===== src/rtl/cls_alu_pkg.sv =====
package cls_alu_pkg;
  localparam int OP_W = 4;

  typedef enum logic [1:0] {
    CLS_LOGIC = 2'b00,
    CLS_ARITH = 2'b01,
    CLS_CMP   = 2'b10,
    CLS_SHIFT = 2'b11
  } alu_cls_e;

  // sub-operation codes, bits [1:0]
  localparam logic [1:0] LG_AND = 2'b00;
  localparam logic [1:0] LG_OR  = 2'b01;
  localparam logic [1:0] LG_XOR = 2'b10;
  localparam logic [1:0] LG_NOR = 2'b11;

  localparam logic [1:0] CMP_SIGNED   = 2'b10;
  localparam logic [1:0] CMP_UNSIGNED = 2'b11;

  localparam logic [1:0] SH_LEFT  = 2'b00;
  localparam logic [1:0] SH_RLOG  = 2'b10;
  localparam logic [1:0] SH_RARI  = 2'b11;
endpackage


===== src/rtl/cls_alu_logic.sv =====
module cls_alu_logic #(
  parameter int WIDTH = 32
) (
  input  logic [WIDTH-1:0] a_i,
  input  logic [WIDTH-1:0] b_i,
  input  logic [1:0]       sub_i,
  output logic [WIDTH-1:0] res_o
);
  import cls_alu_pkg::*;

  always_comb begin
    unique case (sub_i)
      LG_AND:  res_o = a_i & b_i;
      LG_OR:   res_o = a_i | b_i;
      LG_XOR:  res_o = a_i ^ b_i;
      default: res_o = ~(a_i | b_i);
    endcase
  end
endmodule


===== src/rtl/cls_alu_adder.sv =====
module cls_alu_adder #(
  parameter int WIDTH = 32
) (
  input  logic [WIDTH-1:0] a_i,
  input  logic [WIDTH-1:0] b_i,
  input  logic [1:0]       sub_i,
  input  logic             arith_sel_i,
  output logic [WIDTH-1:0] sum_o,
  output logic             carry_o,
  output logic             ovf_o,
  output logic             zero_o
);
  logic             subtract;
  logic [WIDTH-1:0] b_eff;
  logic [WIDTH:0]   wide;

  // bit 1 of the sub-code turns the adder into a subtractor
  assign subtract = sub_i[1];
  assign b_eff    = subtract ? ~b_i : b_i;
  assign wide     = {1'b0, a_i} + {1'b0, b_eff} + {{WIDTH{1'b0}}, subtract};
  assign sum_o    = wide[WIDTH-1:0];
  assign carry_o  = wide[WIDTH];
  assign zero_o   = (sum_o == '0);

  // signed forms (bit 0 clear) report overflow, only in the arithmetic class
  assign ovf_o = arith_sel_i && !sub_i[0]
                 && (a_i[WIDTH-1] == b_eff[WIDTH-1])
                 && (sum_o[WIDTH-1] != a_i[WIDTH-1]);
endmodule


===== src/rtl/cls_alu_compare.sv =====
module cls_alu_compare #(
  parameter int WIDTH = 32
) (
  input  logic [1:0]       sub_i,
  input  logic             a_msb_i,
  input  logic             b_msb_i,
  input  logic             diff_msb_i,
  input  logic             carry_i,
  output logic [WIDTH-1:0] res_o
);
  import cls_alu_pkg::*;

  logic lt;

  always_comb begin
    lt = 1'b0;
    unique case (sub_i)
      CMP_SIGNED: begin
        if (a_msb_i != b_msb_i) lt = a_msb_i;   // signs differ: negative side is less
        else                    lt = diff_msb_i;
      end
      CMP_UNSIGNED: lt = ~carry_i;              // borrow means A below B
      default:      lt = 1'b0;
    endcase
    res_o = {{(WIDTH-1){1'b0}}, lt};
  end
endmodule


===== src/rtl/cls_alu_shift.sv =====
module cls_alu_shift #(
  parameter int WIDTH = 32,
  localparam int SHW  = $clog2(WIDTH)
) (
  input  logic [WIDTH-1:0] a_i,
  input  logic [SHW-1:0]   shamt_i,
  input  logic [1:0]       sub_i,
  output logic [WIDTH-1:0] res_o
);
  import cls_alu_pkg::*;

  logic             go_right;
  logic             fill;
  logic [SHW:0][WIDTH-1:0] stage;

  assign go_right = (sub_i == SH_RLOG) || (sub_i == SH_RARI);
  assign fill     = (sub_i == SH_RARI) ? a_i[WIDTH-1] : 1'b0;
  assign stage[0] = a_i;

  for (genvar k = 0; k < SHW; k++) begin : g_stage
    localparam int DIST = 1 << k;
    logic [WIDTH-1:0] moved;
    always_comb begin
      if (go_right) moved = {{DIST{fill}}, stage[k][WIDTH-1:DIST]};
      else          moved = {stage[k][WIDTH-1-DIST:0], {DIST{1'b0}}};
    end
    assign stage[k+1] = shamt_i[k] ? moved : stage[k];
  end

  assign res_o = stage[SHW];
endmodule


===== src/rtl/cls_alu.sv =====
module cls_alu #(
  parameter int WIDTH = 32,
  localparam int SHW  = $clog2(WIDTH)
) (
  input  logic [WIDTH-1:0] a_i,
  input  logic [WIDTH-1:0] b_i,
  input  logic [SHW-1:0]   shamt_i,
  input  logic [3:0]       op_i,
  output logic [WIDTH-1:0] res_o,
  output logic             ovf_o,
  output logic             zero_o
);
  import cls_alu_pkg::*;

  alu_cls_e         cls;
  logic [1:0]       sub;
  logic [WIDTH-1:0] logic_res, arith_res, cmp_res, shift_res;
  logic             carry;

  assign cls = alu_cls_e'(op_i[3:2]);
  assign sub = op_i[1:0];

  cls_alu_logic #(.WIDTH(WIDTH)) u_logic (
    .a_i(a_i), .b_i(b_i), .sub_i(sub), .res_o(logic_res)
  );

  cls_alu_adder #(.WIDTH(WIDTH)) u_adder (
    .a_i(a_i), .b_i(b_i), .sub_i(sub),
    .arith_sel_i(cls == CLS_ARITH),
    .sum_o(arith_res), .carry_o(carry), .ovf_o(ovf_o), .zero_o(zero_o)
  );

  cls_alu_compare #(.WIDTH(WIDTH)) u_cmp (
    .sub_i(sub), .a_msb_i(a_i[WIDTH-1]), .b_msb_i(b_i[WIDTH-1]),
    .diff_msb_i(arith_res[WIDTH-1]), .carry_i(carry), .res_o(cmp_res)
  );

  cls_alu_shift #(.WIDTH(WIDTH)) u_shift (
    .a_i(a_i), .shamt_i(shamt_i), .sub_i(sub), .res_o(shift_res)
  );

  always_comb begin
    unique case (cls)
      CLS_LOGIC: res_o = logic_res;
      CLS_ARITH: res_o = arith_res;
      CLS_CMP:   res_o = cmp_res;
      default:   res_o = shift_res;
    endcase
  end
endmodule


===== config.mk =====
export PLATFORM = sky130hd
export DESIGN_NAME = cls_alu
export DESIGN_NICKNAME = d
export VERILOG_FILES = /design/src/rtl/cls_alu_pkg.sv /design/src/rtl/cls_alu_logic.sv /design/src/rtl/cls_alu_adder.sv /design/src/rtl/cls_alu_compare.sv /design/src/rtl/cls_alu_shift.sv /design/src/rtl/cls_alu.sv
export SDC_FILE = /design/constraint.sdc
export NUM_CORES = 1
export LEC_CHECK = 0
export BUFFER_PORTS_ARGS = -buffer_cell sky130_fd_sc_hd__buf_2
export CAP_MARGIN = 20
export CORE_MARGIN = 4
export CORE_UTILIZATION = 36
export DETAILED_ROUTE_END_ITERATION = 10
export GPL_ROUTABILITY_DRIVEN = 0
export MAX_ROUTING_LAYER = met4
export PLACE_DENSITY_LB_ADDON = 0.3
export SLEW_MARGIN = 40
export SYNTH_ARGS = -nofsm -noshare
export SYNTH_HDL_FRONTEND = slang
export SYNTH_SLANG_ARGS = --single-unit
export TNS_END_PERCENT = 50

===== constraint.sdc =====
create_clock -name vclk -period 10.2
set_input_delay 2.55 -clock vclk [all_inputs]
set_output_delay 2.55 -clock vclk [all_outputs]
set_load 0.05 [all_outputs]

==> results of run 1 <==
==> worst min-delay path, cell delays in order <==
cell and delay, ns:
buf_4 0.29, nor4_2 0.10, buf_2 0.20
==> final cells by class <==
class              count  area share
inverters             96      0.0404
multi-input cells   1103       0.847
well taps            285      0.0399
repair buffers       119      0.0727
==> layer usage <==
metal	share of wire	wire (µm)
met1	0.45	14700
met2	0.42	13900
met3	0.096	3130
met4	0.031	1010
met5	0	0
==> layout by cell type, fill, tap and decap left out, drive strengths merged, types with 10 or more instances in the layout <==
master,netlist,routed
nor3,33,33
and2,12,12
a21o,20,20
mux2i,58,58
mux2,29,29
o22ai,18,18
nand3,13,13
inv,95,94
nor2,157,157
nand2,97,97
o211ai,26,26
o21a,10,10
o21bai,17,17
buf,40,118
xor2,43,43
a211oi,56,56
nor2b,28,28
a21oi,137,137
ha,95,95
o21ai,107,107
xnor2,15,15
==> path summary, 6_finish.rpt <==
check	slack, ns	cells after the start	end	start
max	1.06	15	res_o[30]	op_i[1]
min	5.72	3	ovf_o	op_i[0]
==> cells by family (layout without fill, tap and decap cells) <==
family                     after synthesis  count (layout)  share of synthesized area
AOI/OAI and AO/OA                      472             472                      0.361
and+or+nand+nor                        383             383                      0.209
buffers and inverters                  205             215                     0.0957
adders and majority gates               96              96                      0.145
muxes                                   94              94                      0.128
xor gates and xnor gates                58              58                     0.0610
==> stage by stage <==
stage | hold slack [ns] | utilization | power [mW] | TNS [ns] | instance area (µm²)
final | 5.72 | 0.393 | 0.686 | 0 | 8930
after global routing | 5.73 | 0.393 | 0.743 | 0 | 8930
after CTS | 5.71 | 0.393 | 0.671 | 0 | 8930
after detailed placement | 5.71 | 0.393 | 0.668 | 0 | 8930
after global placement | 5.70 | 0.393 | 0.665 | 0 | 8920
after floorplan | 5.42 | - | 0.485 | -0.314 | 8350
==> power by group <==
group	switching, mW	internal, mW	total [mW]	leakage (nW)
clock network	0	0	0	0
registers	0	0	0	0
logic	0.459	0.228	0.686	4.11
total	0.459	0.228	0.686	4.11
==> results.json, run 1 <==
{
  "p_per_area_nw_per_um2": 76.9,
  "grt_use_met1": 0.352,
  "end_kind": "primary output",
  "grt_pass1_wl_mm": 50.5,
  "portBuffers": 107,
  "post-synth-top-count-cell": "nor2_1",
  "syn_avg_cell_area_um2": 6.37,
  "cp_num_buf_inv": 3,
  "slowest_delay_ns": 0.54,
  "top_usage_layer": "met2",
  "core_area_um2": 22700,
  "tightestPinTransition_ns": 0.812,
  "grt_max_degree": 160,
  "critPathRequiredTime_ns": 7.65,
  "pin_count": 107,
  "max_slew_margin": 0.458,
  "grt_util_all_layers": 0.247,
  "grt_overflow_total": 0,
  "cpMaxStageDelayCell": "a2111oi_0",
  "ant_nets": 0,
  "worst_path_most_repeated_cell": "o21ai_1",
  "die_width_um": 160,
  "crit_path_cell_trace": "clkbuf_8, mux2_4, inv_1, fa_1, nor2b_1, o211ai_1, a211o_1, a21o_1, a2111oi_0, nor2_1, o21ai_1, mux2i_1, o31a_1, o21ai_1, buf_2",
  "synth_nets": 1477,
  "ys_types": 71,
  "dr.pass1.iters": 6,
  "synth_cells": 1308,
  "synth_top_cell_by_area": "ha_1",
  "cts_resized": 0,
  "initial_core_util": 0.367,
  "dp.cells": 1603,
  "layout-drive-gt1-share": 0.129,
  "rsz0062_at_grt": "no",
  "dp_slack_ns": 1.14,
  "critical_path.top_delay_family": "compound AO/OA/AOI/OAI gates",
  "worstSetupPathType": "in2out",
  "drv_cap": 0,
  "antenna_cells": 0,
  "finalCritPeriodShare": 0.896,
  "route.detailed.drc": 0,
  "gr-usage-met3": 0.0323,
  "synth_area_um2": 8330,
  "post_cts_buffers": 0,
  "wl_per_cell_um": 20.4,
  "rows": 55,
  "fin_cells": 1603,
  "worst_slack_ns": 1.06,
  "avgViaCountPerCell": 6.16,
  "slew_violations": 0,
  "area_delta_synth_final_pct": 7.16,
  "grtUsageMet2": 0.370,
  "die_area_um2": 25600,
  "nClkBuffers": 0,
  "fmaxAchievable_mhz": 109,
  "vias": 9880,
  "min_path_type": "in2out",
  "postCtsHoldBufs": 0,
  "cp_data_arrival_time_ns": 6.59,
  "setup_viol_count_final": 0,
  "dpl.hpwl_mm": 25.6,
  "hold_viol_final": 0,
  "multi_input_area_um2": 7560,
  "die_h_um": 160,
  "synth_top_cell_area_share": 0.143,
  "drt_iter0_markers": 1310,
  "outcome": "finished clean",
  "yosysWarnings": 0,
  "setup.worst_path.start_class": "input pin",
  "ir_drop_uv": 25.1,
  "seq_cells": 0,
  "ys_seq_area_frac": 0,
  "antenna_found_initial": 0,
  "layout.area.seq_um2": 0,
  "fill_cells": 2499,
  "layout.nets": 1489,
  "leakage_nw": 4.11,
  "synthTopCellsByCount": "157 x nor2_1, 137 x a21oi_1, 105 x o21ai_0",
  "crit_fanout": 67,
  "period_minus_slack_ns": 9.14,
  "finalWirelength_mm": 32.7,
  "grt_pass1_vias": 8726,
  "synth_area_leaders": "ha_1 14%, a21oi_1 8.2%, nor2_1 7.1%, mux2i_1 7.0%, o21ai_0 6.3%"
}
No activity file was read; power rests on OpenSTA's default activity.
==> run 2: changes to the inputs <==
--- a/config.mk
+++ b/config.mk
@@ -7,7 +7,7 @@
 export LEC_CHECK = 0
 export BUFFER_PORTS_ARGS = -buffer_cell sky130_fd_sc_hd__buf_2
 export CAP_MARGIN = 20
-export CORE_MARGIN = 4
+export CORE_MARGIN = 3
 export CORE_UTILIZATION = 36
 export DETAILED_ROUTE_END_ITERATION = 10
 export GPL_ROUTABILITY_DRIVEN = 0
==> constraint.sdc (replaced) <==
create_clock -name vclk -period 11.8
set_input_delay 2.95 -clock vclk [all_inputs]
set_output_delay 2.95 -clock vclk [all_outputs]
set_load 0.05 [all_outputs]
==> results.json, run 2 (synthesis gave the netlist of run 1 again) <==
{
  "drt_iter0_markers": 1374,
  "setup_tns_ns": 0,
  "worst_slack_ns": 1.56,
  "grt_util_all_layers": 0.260,
  "fmaxAchievable_mhz": 97.6,
  "avgViaCountPerCell": 6.23,
  "setup_viol_count_final": 0,
  "end_kind": "primary output",
  "critical_path.top_delay_family": "compound AO/OA/AOI/OAI gates",
  "finalPower_mw": 0.595,
  "dpl.hpwl_mm": 25.6,
  "post_cts_buffers": 0,
  "cp_num_buf_inv": 3,
  "layout.area.seq_um2": 0,
  "critPathRequiredTime_ns": 8.85,
  "post-route-util": 0.392,
  "dp.cells": 1604,
  "p_per_area_nw_per_um2": 66.9,
  "postCtsHoldBufs": 0,
  "slowest_delay_ns": 0.59,
  "layout.nets": 1490,
  "route.detailed.drc": 0,
  "pin_count": 107,
  "grt_overflow_total": 0,
  "finalCritPeriodShare": 0.868,
  "grt_pass1_wl_mm": 50.8,
  "finalWirelength_mm": 33.1,
  "die_h_um": 158,
  "ant_nets": 0,
  "portBuffers": 107,
  "worstSetupPathType": "in2out",
  "slew_violations": 0,
  "rows": 55,
  "initial_core_util": 0.367,
  "dr.pass1.iters": 6,
  "final_common_cell": "nor2_1",
  "crit_path_cell_trace": "clkbuf_8, mux2_4, inv_1, fa_1, nor2b_1, o211ai_1, a211o_1, a21o_1, a2111oi_0, nor2_1, o21ai_1, mux2i_1, o31a_1, o21ai_1, buf_2",
  "core_area_um2": 22700,
  "die_width_um": 158,
  "wl_per_cell_um": 20.6,
  "worst_path_most_repeated_cell": "o21ai_1",
  "setup.worst_path.start_class": "input pin",
  "rsz0062_at_grt": "no",
  "area_delta_synth_final_pct": 6.83,
  "antenna_cells": 0,
  "grt_max_degree": 105,
  "crit_fanout": 104,
  "fin_cells": 1604,
  "tightestPinTransition_ns": 0.866,
  "min_path_type": "in2out",
  "placed_area_um2": 8900,
  "die_area_um2": 25000,
  "outcome": "finished clean",
  "layout-drive-gt1-share": 0.127,
  "leakage_nw": 4.11,
  "nClkBuffers": 0,
  "vias": 9999,
  "finalInstanceArea_um2": 8900,
  "drv_cap": 0,
  "hold_slack_ns": 6.60,
  "seq_cells": 0,
  "hold_viol_final": 0,
  "dp_slack_ns": 1.63,
  "grt_pass1_vias": 8795,
  "period_minus_slack_ns": 10.24,
  "ir_drop_uv": 32.5,
  "cp_data_arrival_time_ns": 7.29,
  "cts_resized": 0,
  "cpMaxStageDelayCell": "a2111oi_0",
  "antenna_found_initial": 0,
  "layout_common_cells": "157 x nor2_1, 137 x a21oi_1, 105 x o21ai_0, 105 x buf_2, 97 x nand2_1",
  "max_slew_margin": 0.422
}
run 2: cell count changes in the layout (fill, tap and decap cells not counted), sizes merged:
cell  before  now
buf      118  119
run 2: layout make-up:
cell class	instances	area [µm²]
Timing Repair Buffer	120	644
Fill cell	2500	13800
Multi-Input combinational cell	1103	7540
Inverter	96	360
Tap cell	285	357
run 2: worst paths after layout:
kind                    start         to  slack [ns]  cells after the start
worst min-delay path  a_i[31]      ovf_o        6.60                      4
worst max-delay path  op_i[1]  res_o[30]        1.56                     15
run 2: report_power, final:
group	internal (mW)	total (mW)	switching, mW	leakage, nW
clock	0	0	0	0
sequential	0	0	0	0
combinational	0.196	0.595	0.399	4.11
run 2: routing by layer:
metal  vias up  global-route usage  share of wire
met4         0              0.0492          0.023
li1       4761                   -              -
met5         -                   -              0
met3        58              0.0301          0.099
met2       565               0.392           0.43
met1      4615               0.375           0.45
